===== config.mk =====
export PLATFORM = sky130hd
export DESIGN_NAME = mbd_disturb_bist
export DESIGN_NICKNAME = d
export VERILOG_FILES = /design/src/rtl/mbd_pkg.sv /design/src/rtl/mbd_pattern.sv /design/src/rtl/mbd_compare.sv /design/src/rtl/mbd_sequencer.sv /design/src/rtl/mbd_disturb_bist.sv
export SDC_FILE = /design/constraint.sdc
export NUM_CORES = 1
export LEC_CHECK = 0
export ABC_AREA = 0
export BUFFER_PORTS_ARGS = -buffer_cell sky130_fd_sc_hd__buf_2
export CAP_MARGIN = 0
export CORE_ASPECT_RATIO = 1.25
export CORE_UTILIZATION = 54
export DETAILED_ROUTE_END_ITERATION = 16
export GPL_ROUTABILITY_DRIVEN = 0
export GPL_TIMING_DRIVEN = 0
export PLACE_DENSITY = 0.8
export SLEW_MARGIN = 20
export SYNTH_ARGS = -nofsm -noshare
export SYNTH_HDL_FRONTEND = slang
export SYNTH_SLANG_ARGS = --single-unit

===== constraint.sdc =====
create_clock -name clk -period 2.3 [get_ports clk]
set_input_delay 0.46 -clock clk [delete_from_list [all_inputs] [get_ports clk]]
set_output_delay 0.46 -clock clk [all_outputs]
set_load 0.1 [all_outputs]

===== src/rtl/mbd_pkg.sv =====
// Package: shared types for the disturb self-test engine.
// Assumes nothing beyond a standard SystemVerilog compile.
package mbd_pkg;

    typedef enum logic [1:0] {
        ST_IDLE   = 2'd0,
        ST_RUN    = 2'd1,
        ST_SETTLE = 2'd2,
        ST_DRAIN  = 2'd3
    } mbd_state_e;

endpackage


===== src/rtl/mbd_pattern.sv =====
// Module: mbd_pattern
// Builds the pass pattern: a single cleared bit that starts at the MSB and,
// for each later pass, sits one place higher after a left rotation
// (pass p >= 1 clears bit p-1). Purely combinational.
// Assumes DATA_W >= 2 and pass_idx < DATA_W. clk/rst_n only clock the checks.
module mbd_pattern #(
    parameter int DATA_W = 8,
    parameter int PASS_W = 3
) (
    input  logic              clk,
    input  logic              rst_n,
    input  logic [PASS_W-1:0] pass_idx,
    output logic [DATA_W-1:0] pattern
);

    logic [PASS_W-1:0] zero_pos;

    // Position of the single cleared bit for the current pass.
    always_comb begin
        if (pass_idx == '0) zero_pos = PASS_W'(DATA_W - 1);
        else                zero_pos = pass_idx - 1'b1;
    end

    // One comparator per data bit.
    for (genvar i = 0; i < DATA_W; i++) begin : g_bit
        assign pattern[i] = (zero_pos != PASS_W'(i));
    end

    // exactly one bit of the pattern is cleared.
    a_r3_single_zero: assert property (@(posedge clk) disable iff (!rst_n)
        $countones(~pattern) == 1);

    // stepping the pass by one rotates the previous pattern left by one.
    a_r4_rotate_left: assert property (@(posedge clk) disable iff (!rst_n)
        (pass_idx == $past(pass_idx) + 1'b1) |->
        (pattern == {$past(pattern[DATA_W-2:0]), $past(pattern[DATA_W-1])}));

endmodule


===== src/rtl/mbd_compare.sv =====
// Module: mbd_compare
// Registers the expected word alongside each issued read and flags a
// mismatch in the following cycle, when the RAM returns the data.
// Assumes a RAM with exactly one cycle of read latency.
module mbd_compare #(
    parameter int DATA_W = 8
) (
    input  logic              clk,
    input  logic              rst_n,
    input  logic              rd_issue,
    input  logic [DATA_W-1:0] expected,
    input  logic [DATA_W-1:0] rdata,
    output logic              mismatch
);

    logic              valid_q;
    logic [DATA_W-1:0] exp_q;

    // Track which cycle carries returned read data and what it should hold.
    always_ff @(posedge clk) begin
        if (!rst_n) begin
            valid_q <= 1'b0;
            exp_q   <= '0;
        end else begin
            valid_q <= rd_issue;
            exp_q   <= expected;
        end
    end

    // Miscompare on returned data only.
    assign mismatch = valid_q && (rdata != exp_q);

endmodule


===== src/rtl/mbd_sequencer.sv =====
// Module: mbd_sequencer
// Owns the test state and the step counter {pass, phase, address}. The
// phase bit selects write (0) or read (1). It inserts the settle gap after
// each write half and stops on the first mismatch.
// Assumes DEPTH = 2**ADDR_W and that DATA_W passes fit in PASS_W bits.
module mbd_sequencer
    import mbd_pkg::*;
#(
    parameter int ADDR_W = 4,
    parameter int DATA_W = 8,
    parameter int WAIT_W = 8,
    parameter int PASS_W = 3
) (
    input  logic              clk,
    input  logic              rst_n,
    input  logic              start,
    input  logic [WAIT_W-1:0] settle_cycles,
    input  logic              mismatch,
    output logic              busy,
    output logic              done,
    output logic              fail,
    output logic              test_en,
    output logic              test_we,
    output logic [ADDR_W-1:0] test_addr,
    output logic [PASS_W-1:0] pass_idx
);

    localparam int CNT_W = PASS_W + 1 + ADDR_W;

    mbd_state_e        state;
    logic [CNT_W-1:0]  cnt;
    logic [WAIT_W-1:0] settle_q;
    logic [WAIT_W-1:0] wait_cnt;
    logic              phase;
    logic              addr_last;
    logic              pass_last;

    assign test_addr = cnt[ADDR_W-1:0];
    assign phase     = cnt[ADDR_W];
    assign pass_idx  = cnt[CNT_W-1:ADDR_W+1];
    assign addr_last = &test_addr;
    assign pass_last = (pass_idx == PASS_W'(DATA_W - 1));

    // State, step counter, settle timer and result flags.
    always_ff @(posedge clk) begin
        if (!rst_n) begin
            state    <= ST_IDLE;
            cnt      <= '0;
            settle_q <= '0;
            wait_cnt <= '0;
            done     <= 1'b0;
            fail     <= 1'b0;
        end else if (state != ST_IDLE && mismatch) begin
            state <= ST_IDLE;
            done  <= 1'b1;
            fail  <= 1'b1;
        end else begin
            case (state)
                ST_IDLE: begin
                    if (start) begin
                        state    <= ST_RUN;
                        cnt      <= '0;
                        settle_q <= settle_cycles;
                        done     <= 1'b0;
                        fail     <= 1'b0;
                    end
                end
                ST_RUN: begin
                    if (!phase && addr_last && settle_q != '0) begin
                        cnt      <= cnt + CNT_W'(1);
                        wait_cnt <= settle_q;
                        state    <= ST_SETTLE;
                    end else if (phase && addr_last && pass_last) begin
                        state <= ST_DRAIN;
                    end else begin
                        cnt <= cnt + CNT_W'(1);
                    end
                end
                ST_SETTLE: begin
                    if (wait_cnt <= WAIT_W'(1)) state <= ST_RUN;
                    else                        wait_cnt <= wait_cnt - 1'b1;
                end
                default: begin
                    state <= ST_IDLE;
                    done  <= 1'b1;
                end
            endcase
        end
    end

    assign busy    = (state != ST_IDLE);
    assign test_en = (state == ST_RUN);
    assign test_we = !phase;

    // the read half of a pass starts only after the last address was written.
    a_r2_read_after_full_write: assert property (@(posedge clk) disable iff (!rst_n)
        $rose(phase) |-> ($past(test_addr) == '1));

endmodule


===== src/rtl/mbd_disturb_bist.sv =====
// Module: mbd_disturb_bist (top)
// Disturb self-test engine: rotating single-zero pattern, write-all then
// read-all per pass, optional settle gap, halt on first miscompare. Routes
// the functional RAM request through when idle.
// Assumes a single-port synchronous RAM with one-cycle read latency,
// DEPTH = 2**ADDR_W, and DATA_W >= 2.
module mbd_disturb_bist #(
    parameter int ADDR_W = 4,
    parameter int DATA_W = 8,
    parameter int WAIT_W = 8
) (
    input  logic              clk,
    input  logic              rst_n,
    input  logic              start,
    input  logic [WAIT_W-1:0] settle_cycles,
    input  logic              sys_en,
    input  logic              sys_we,
    input  logic [ADDR_W-1:0] sys_addr,
    input  logic [DATA_W-1:0] sys_wdata,
    output logic              mem_en,
    output logic              mem_we,
    output logic [ADDR_W-1:0] mem_addr,
    output logic [DATA_W-1:0] mem_wdata,
    input  logic [DATA_W-1:0] mem_rdata,
    output logic              busy,
    output logic              done,
    output logic              fail
);

    localparam int PASS_W = (DATA_W > 2) ? $clog2(DATA_W) : 1;

    logic              test_en;
    logic              test_we;
    logic [ADDR_W-1:0] test_addr;
    logic [PASS_W-1:0] pass_idx;
    logic [DATA_W-1:0] pattern;
    logic              mismatch;

    mbd_sequencer #(
        .ADDR_W(ADDR_W), .DATA_W(DATA_W), .WAIT_W(WAIT_W), .PASS_W(PASS_W)
    ) u_seq (
        .clk(clk), .rst_n(rst_n), .start(start), .settle_cycles(settle_cycles),
        .mismatch(mismatch), .busy(busy), .done(done), .fail(fail),
        .test_en(test_en), .test_we(test_we), .test_addr(test_addr),
        .pass_idx(pass_idx)
    );

    mbd_pattern #(.DATA_W(DATA_W), .PASS_W(PASS_W)) u_pat (
        .clk(clk), .rst_n(rst_n), .pass_idx(pass_idx), .pattern(pattern)
    );

    mbd_compare #(.DATA_W(DATA_W)) u_cmp (
        .clk(clk), .rst_n(rst_n), .rd_issue(test_en && !test_we),
        .expected(pattern), .rdata(mem_rdata), .mismatch(mismatch)
    );

    // RAM port ownership: the engine while busy, the functional side otherwise.
    always_comb begin
        if (busy) begin
            mem_en    = test_en;
            mem_we    = test_en && test_we;
            mem_addr  = test_addr;
            mem_wdata = pattern;
        end else begin
            mem_en    = sys_en;
            mem_we    = sys_we;
            mem_addr  = sys_addr;
            mem_wdata = sys_wdata;
        end
    end

    // a miscompare during a test ends it with both flags up.
    a_r6_halt_on_mismatch: assert property (@(posedge clk) disable iff (!rst_n)
        (busy && mismatch) |=> (!busy && done && fail));

    // the done flag is only ever seen while idle.
    a_r7_done_only_idle: assert property (@(posedge clk) disable iff (!rst_n)
        done |-> !busy);

    // an accepted start clears the result and begins the test.
    a_r9_start_clears: assert property (@(posedge clk) disable iff (!rst_n)
        (!busy && start) |=> (busy && !done && !fail));

endmodule


==> Yosys cells after proc, flatten, opt, wreduce, memory -nomap -nowiden <==
Cells that the tools add are included.
{ "op_classes": {"addsub": 3, "multipliers": 0, "n_div": 0, "magnitude_cmp": 1, "eq_ne": 19, "shift": 0, "muxes": 22, "bitwise_logic": 2, "n_reduce_logical": 27} }
{ "ops": {"columns": ["cell", "count"], "rows": [
  ["$mux W8", 6],
  ["$pmux W8 S2", 2],
  ["$ne A3 B2 Y1 const B", 4],
  ["$ne A3 B3 Y1 const B", 4],
  ["$reduce_and A4 Y1", 3],
  ["$reduce_bool A2 Y1", 5],
  ["$add A8 B1 Y8 const B", 1],
  ["$le A8 B1 Y1 const B", 1],
  ["$logic_and A1 B1 Y1", 8],
  ["$mux W2", 4],
  ["$ne A8 B8 Y1", 1],
  ["$reduce_bool A8 Y1", 1],
  ["$sub A8 B1 Y8 const B", 1],
  ["$mux W1", 6],
  ["$ne A2 B1 Y1 const B", 3],
  ["$ne A3 B1 Y1 const B", 2],
  ["$pmux W2 S3", 1],
  ["$reduce_and A3 Y1", 2],
  ["$mux W4", 1],
  ["$ne A2 B2 Y1 const B", 2],
  ["$reduce_and A2 Y1", 2],
  ["$reduce_or A2 Y1", 2],
  ["$eq A3 B3 Y1 const B", 1],
  ["$logic_not A3 Y1", 1],
  ["other kinds (9)", 10]
]} }
{ "totals": {"reg_bits": 37, "latch_bits": 0, "ram_bits": 0, "romBits": 0, "elab_cells": 82, "mem_count": 0} }

==> Depth between registers and ports, before layout <==
{ "logic_depth": {"ltp_word": 6, "depth_mapped": 8} }

==> By module <==
Synthesis repeated with hierarchy kept, for this count alone.
{ "hier_totals": {"hier_cells": 264, "hier_area_um2": 2237.1} }
{ "modules_own_cells": {"columns": ["mod", "n_inst", "cells_each", "area_each_um2", "seq_area_each_um2"], "rows": [
  ["mbd_sequencer", 1, 208, 1622.8, 560.5],
  ["mbd_compare", 1, 29, 326.6, 180.2],
  ["mbd_disturb_bist", 1, 19, 227.7, 0.0],
  ["mbd_pattern", 1, 8, 60.1, 0.0]
]} }

==> Least setup slack after synthesis <==
OpenSTA, ideal clock, no wires.
{ "synth_path": {"kind": "reg-to-output", "start": "register u_seq.state[0]", "end": "output mem_wdata[1]", "arrival_time_ns": 3.576, "required_ns": 1.840, "slack_ns": -1.736, "path_stages_with_launch": 7, "path_buffers": 1, "path_cell_list": "dfxtp_1 inv_1 ha_1 inv_1 buf_1 nor2_1 a31oi_1"} }
{ "synth_via": {"elab_chain_cells": 2} }
{ "synth_rtl": {"columns": ["element", "line", "rtl"], "rows": [
  ["from (decl)", "mbd_sequencer.sv:30", "mbd_state_e state;"],
  ["from (signal assigned)", "mbd_sequencer.sv:47", "state <= ST_IDLE;"],
  ["from (signal assigned)", "mbd_sequencer.sv:54", "state <= ST_IDLE;"],
  ["from (signal assigned)", "mbd_sequencer.sv:61", "state <= ST_RUN;"],
  ["$reduce_bool A2 Y1", "mbd_sequencer.sv:91", "assign busy = (state != ST_IDLE);"],
  ["via busy", "mbd_disturb_bist.sv:25", "output logic busy,"],
  ["$mux W8", "mbd_disturb_bist.sv:59", "if (busy) begin"],
  ["to (decl)", "mbd_disturb_bist.sv:23", "output logic [DATA_W-1:0] mem_wdata,"]
]} }
The timed path passes the listed nets, and every way through them passes these cells.

==> Worst setup path after layout <==
{ "layout_path": {"start": "register u_seq.wait_cnt[0]", "end": "register u_seq.wait_cnt[0]"} }
{ "layout_via": {"elab_chain_cells": 3, "word_cells_on_any_way": 6, "classes_between": "1 x add/sub; 1 x order compare; 1 x eq/ne; 2 x mux; 1 x reduce/logical"} }
{ "layout_rtl": {"columns": ["element", "line", "rtl"], "rows": [
  ["from (decl)", "mbd_sequencer.sv:33", "logic [WAIT_W-1:0] wait_cnt;"],
  ["from (signal assigned)", "mbd_sequencer.sv:71", "wait_cnt <= settle_q;"],
  ["from (signal assigned)", "mbd_sequencer.sv:81", "else wait_cnt <= wait_cnt - 1'b1;"],
  ["$sub A8 B1 Y8 or $le A8 B1 Y1 (tied branches)", "mbd_sequencer.sv:81, mbd_sequencer.sv:80", null],
  ["$mux W8 or $ne A2 B2 Y1 (tied branches)", null, null],
  ["$pmux W8 S2 or $reduce_and A4 Y1 (tied branches)", null, null]
]} }
Parallel ways exist; a longest one is shown, timed or not. The select of a mux whose other input is x is not followed.
A chain may end at the register's enable or synchronous reset.

==> results.py <==
metrics = {
    "run_status": {
        "outcome": "completed",
    },
    "synth": {
        "synth_nets": 308,
        "yosysSeqAreaShare_pct": 33.5,
        "synth.most_common_cell": "dfxtp_1",
        "synth_cells": 264,
        "yosys_warnings": 0,
        "syn_area_per_cell_um2": 8.37,
        "synth-main-ff-cell": "dfxtp_1",
        "synth_area_leaders": "dfxtp_1, ha_1, nand2_1, a21oi_1, o311ai_0",
        "synth-seq-cells": 37,
        "yosysTopAreaCell": "dfxtp_1",
        "synth_edf_count": 0,
        "synth.distinct_cells": 52,
        "syn_area_mm2": 0.00221,
        "synth_top_area_share_pct": 33.5,
        "synthArstFlopShare_pct": 0,
        "netlist_top_cells_count": "dfxtp_1, nand2_1, a21oi_1, nor2_1, inv_1",
    },
    "detailed_routing": {
        "vias": 2170,
        "first_pass_iters": 4,
        "avgViaCountPerCell": 5.79,
        "wire_per_inst_um": 14.5,
        "antenna_left": 0,
        "drt_iter0_drc": 123,
        "routed_wl_um": 5420,
        "drc": 0,
    },
    "final_layout": {
        "diodes": 0,
        "drive_above_1_share_pct": 29.6,
        "multi_input_area_mm2": 0.00147,
        "regArea_um2": 741,
        "nets": 364,
        "syn_to_final_growth_pct": 28.4,
        "filler_cell_count": 320,
        "utilization_pct": 73.8,
    },
    "setup_path": {
        "cp_slowest_stage_delay_ns": 0.38,
        "critPathMaxFanout": 9,
        "worstSetupPathType": "register to register",
        "cp.arrival_ns": 2.39,
        "slowest_stage": "dfxtp_1",
        "worstPathCellList": "inv_1 -> ha_1 -> or2_2 -> a31oi_2 -> o2bb2ai_2 -> nand2b_4 -> o311a_1",
        "crit_required_ns": 2.49,
        "end_kind": "register",
        "worstSetupStartpointType": "register",
    },
    "global_routing": {
        "grt_pass1_vias": 1957,
        "antenna_found_initial": 0,
        "grt_pass1_wl_um": 8850,
        "grt_usage_pct": 27.0,
        "overflow": 0,
        "grt_max_degree": 12,
    },
    "hold_path": {
        "min_path_type": "input pin to register",
    },
    "power_and_ir_drop": {
        "cellInternalPower_mw": 1.68,
        "pwr-share-comb_pct": 66.4,
        "cellPowerDensity_mw_per_mm2": 1300,
        "p_leak_nw": 1.07,
        "irDropWorstVdd_mv": 1.01,
        "switching_share_pct": 54.5,
        "p_sw_mw": 2.01,
        "power.share.sequential_pct": 21.5,
        "power.share.clock_pct": 12.0,
    },
    "cts": {
        "cts_max_path_buffers": 2,
        "cts_tree": "built",
        "hold_buffers": 0,
        "cts_buffers": 5,
        "cts.clk_slew.worst_paths_ns": 0.07,
        "htree_levels": 2,
        "cts_sinks": 37,
        "clkLatencyLatePin_ns": 0.29,
        "cts_setup_buffers": 0,
        "cts-root-buf": "clkbuf_8",
    },
    "sta": {
        "timing.hold.ws_ns": 0.396,
        "layout_min_cycle_time_ns": 2.20,
        "fmax_ghz": 0.455,
        "setup_viol_count_final": 0,
        "setup-tns-final_ns": 0,
        "worst_slew_pin_slew_ns": 0.785,
        "finalCritPeriodShare_pct": 95.6,
        "relSlewSlack_pct": 47.2,
        "final_hold_viol_count": 0,
        "slew_violations": 0,
        "rsz0062_at_grt": "no",
        "finClkSkew_ns": 0.00788,
    },
    "floorplan": {
        "fp-row-count": 25,
        "design.die.area_mm2": 0.00435,
        "die_h_um": 73.5,
        "chipWidth_um": 59.2,
        "initial_utilization_pct": 57.4,
        "core_region_area_mm2": 0.00385,
        "pin_count": 50,
    },
    "placement": {
        "hpwl_um": 3840,
        "io_buffers": 49,
    },
    "job": {
        "cap_violations": 0,
    },
}
-- flip-flops by register name, summed over array words and instances (netlist names) --
signal / flops
u_cmp.exp_q: 8
u_cmp.valid_q: 1
u_seq.settle_q: 8
u_seq.state: 2
u_seq.fail: 1
u_seq.done: 1
u_seq.wait_cnt: 8
u_seq.cnt: 8
-- worst max-delay path, delay by kind of cell, from the launching register on --
kind            cells  cell delay [ns]
fa+ha+maj           1             0.26
compound gates      3             0.83
simple gates        2             0.52
flops               1             0.38
buf+inv             1             0.09
-- cells in the final DEF (no fill, tap or decap), types with 3 or more instances in the layout --
master and n:
and3_1 3, nand2_1 33, dfxtp_1 37, buf_6 3
nor2_1 18, clkbuf_1 9, a41oi_4 3, mux2_2 5
or3_1 4, inv_1 10, nand3_1 5, a21oi_1 21
nand4_1 4, o31ai_1 7, a31oi_1 4, mux2i_1 3
o21ai_0 7, a211oi_1 3, nor3_1 3, nor2b_1 5
clkbuf_8 8, xnor2_1 8, buf_2 36, ha_1 10
buf_4 11, o311ai_0 9
-- power groups by stage --
stage          Sequential, mW  Combinational [mW]  Clock (mW)
3_5_place_dp            0.807                2.26           0
2_1_floorplan           0.837                1.89           0
4_1_cts                 0.793                2.43       0.447
3_3_place_gp            0.804                2.24           0
6_report                0.795                2.45       0.445
5_1_grt                 0.806                2.58       0.470
-- logic make-up (layout without fill, tap and decap cells) --
logic type | after synthesis | count (layout) | share of synthesized area (%)
buffers and inverters | 30 | 87 | 6.85
muxes | 8 | 8 | 3.91
DFF | 37 | 37 | 33.5
AOI/OAI and AO/OA | 76 | 76 | 24.1
xor gates and xnor gates | 8 | 8 | 3.17
adders and majority gates | 11 | 11 | 6.23
and+or+nand+nor | 94 | 94 | 22.3
-- path summary, 6_finish.rpt --
path / startpoint / endpoint / slack [ns] / depth (start not counted)
setup reg to reg: u_seq.wait_cnt[0] / u_seq.wait_cnt[0] / 0.10 / 7
hold / removal: settle_cycles[3] / u_seq.settle_q[3] / 0.40 / 3
hold reg to reg: u_seq.fail / u_seq.fail / 0.47 / 2
setup / recovery: u_seq.wait_cnt[0] / u_seq.wait_cnt[0] / 0.10 / 7
-- per-stage QoR --
| step | setup slack, ns | total power, mW | std cells | cell area [um^2] |
|---|---|---|---|---|
| 5_1_grt | 0.00290 | 3.86 | 375 | 2840 |
| 3_3_place_gp | -0.0991 | 3.04 | 367 | 2650 |
| 4_1_cts | 0.0554 | 3.67 | 375 | 2830 |
| 6_report | 0.102 | 3.69 | 375 | 2840 |
| 3_5_place_dp | -0.135 | 3.07 | 367 | 2650 |
| 2_1_floorplan | 0.00619 | 2.73 | 264 | 2340 |
-- metal layers --
layer | vias to the layer above | part of all wire, % | GRT usage (%)
met1 | 1004 | 45 | 35.7
li1 | 1079 | - | -
met5 | - | 0 | 0
met3 | 7 | 5.9 | 4.75
met4 | 0 | 1.3 | 10.3
met2 | 80 | 48 | 43.2
-- layout make-up --
cell class,instances,area share [%]
Sequential cell,37,26.1
Buffer,16,4.45
Multi-Input combinational cell,197,51.8
Clock buffer,6,2.56
Inverter,14,1.94
Tap cell,54,2.38
Timing Repair Buffer,49,10.4
Clock inverter,2,0.353
-- repair_timing --
action                                 4_1_cts  5_1_grt
endpoints found under the hold margin        0        0
gates resized for setup                     28        4
setup endpoints to repair                   15       10
(Power assumes the default switching activity.)
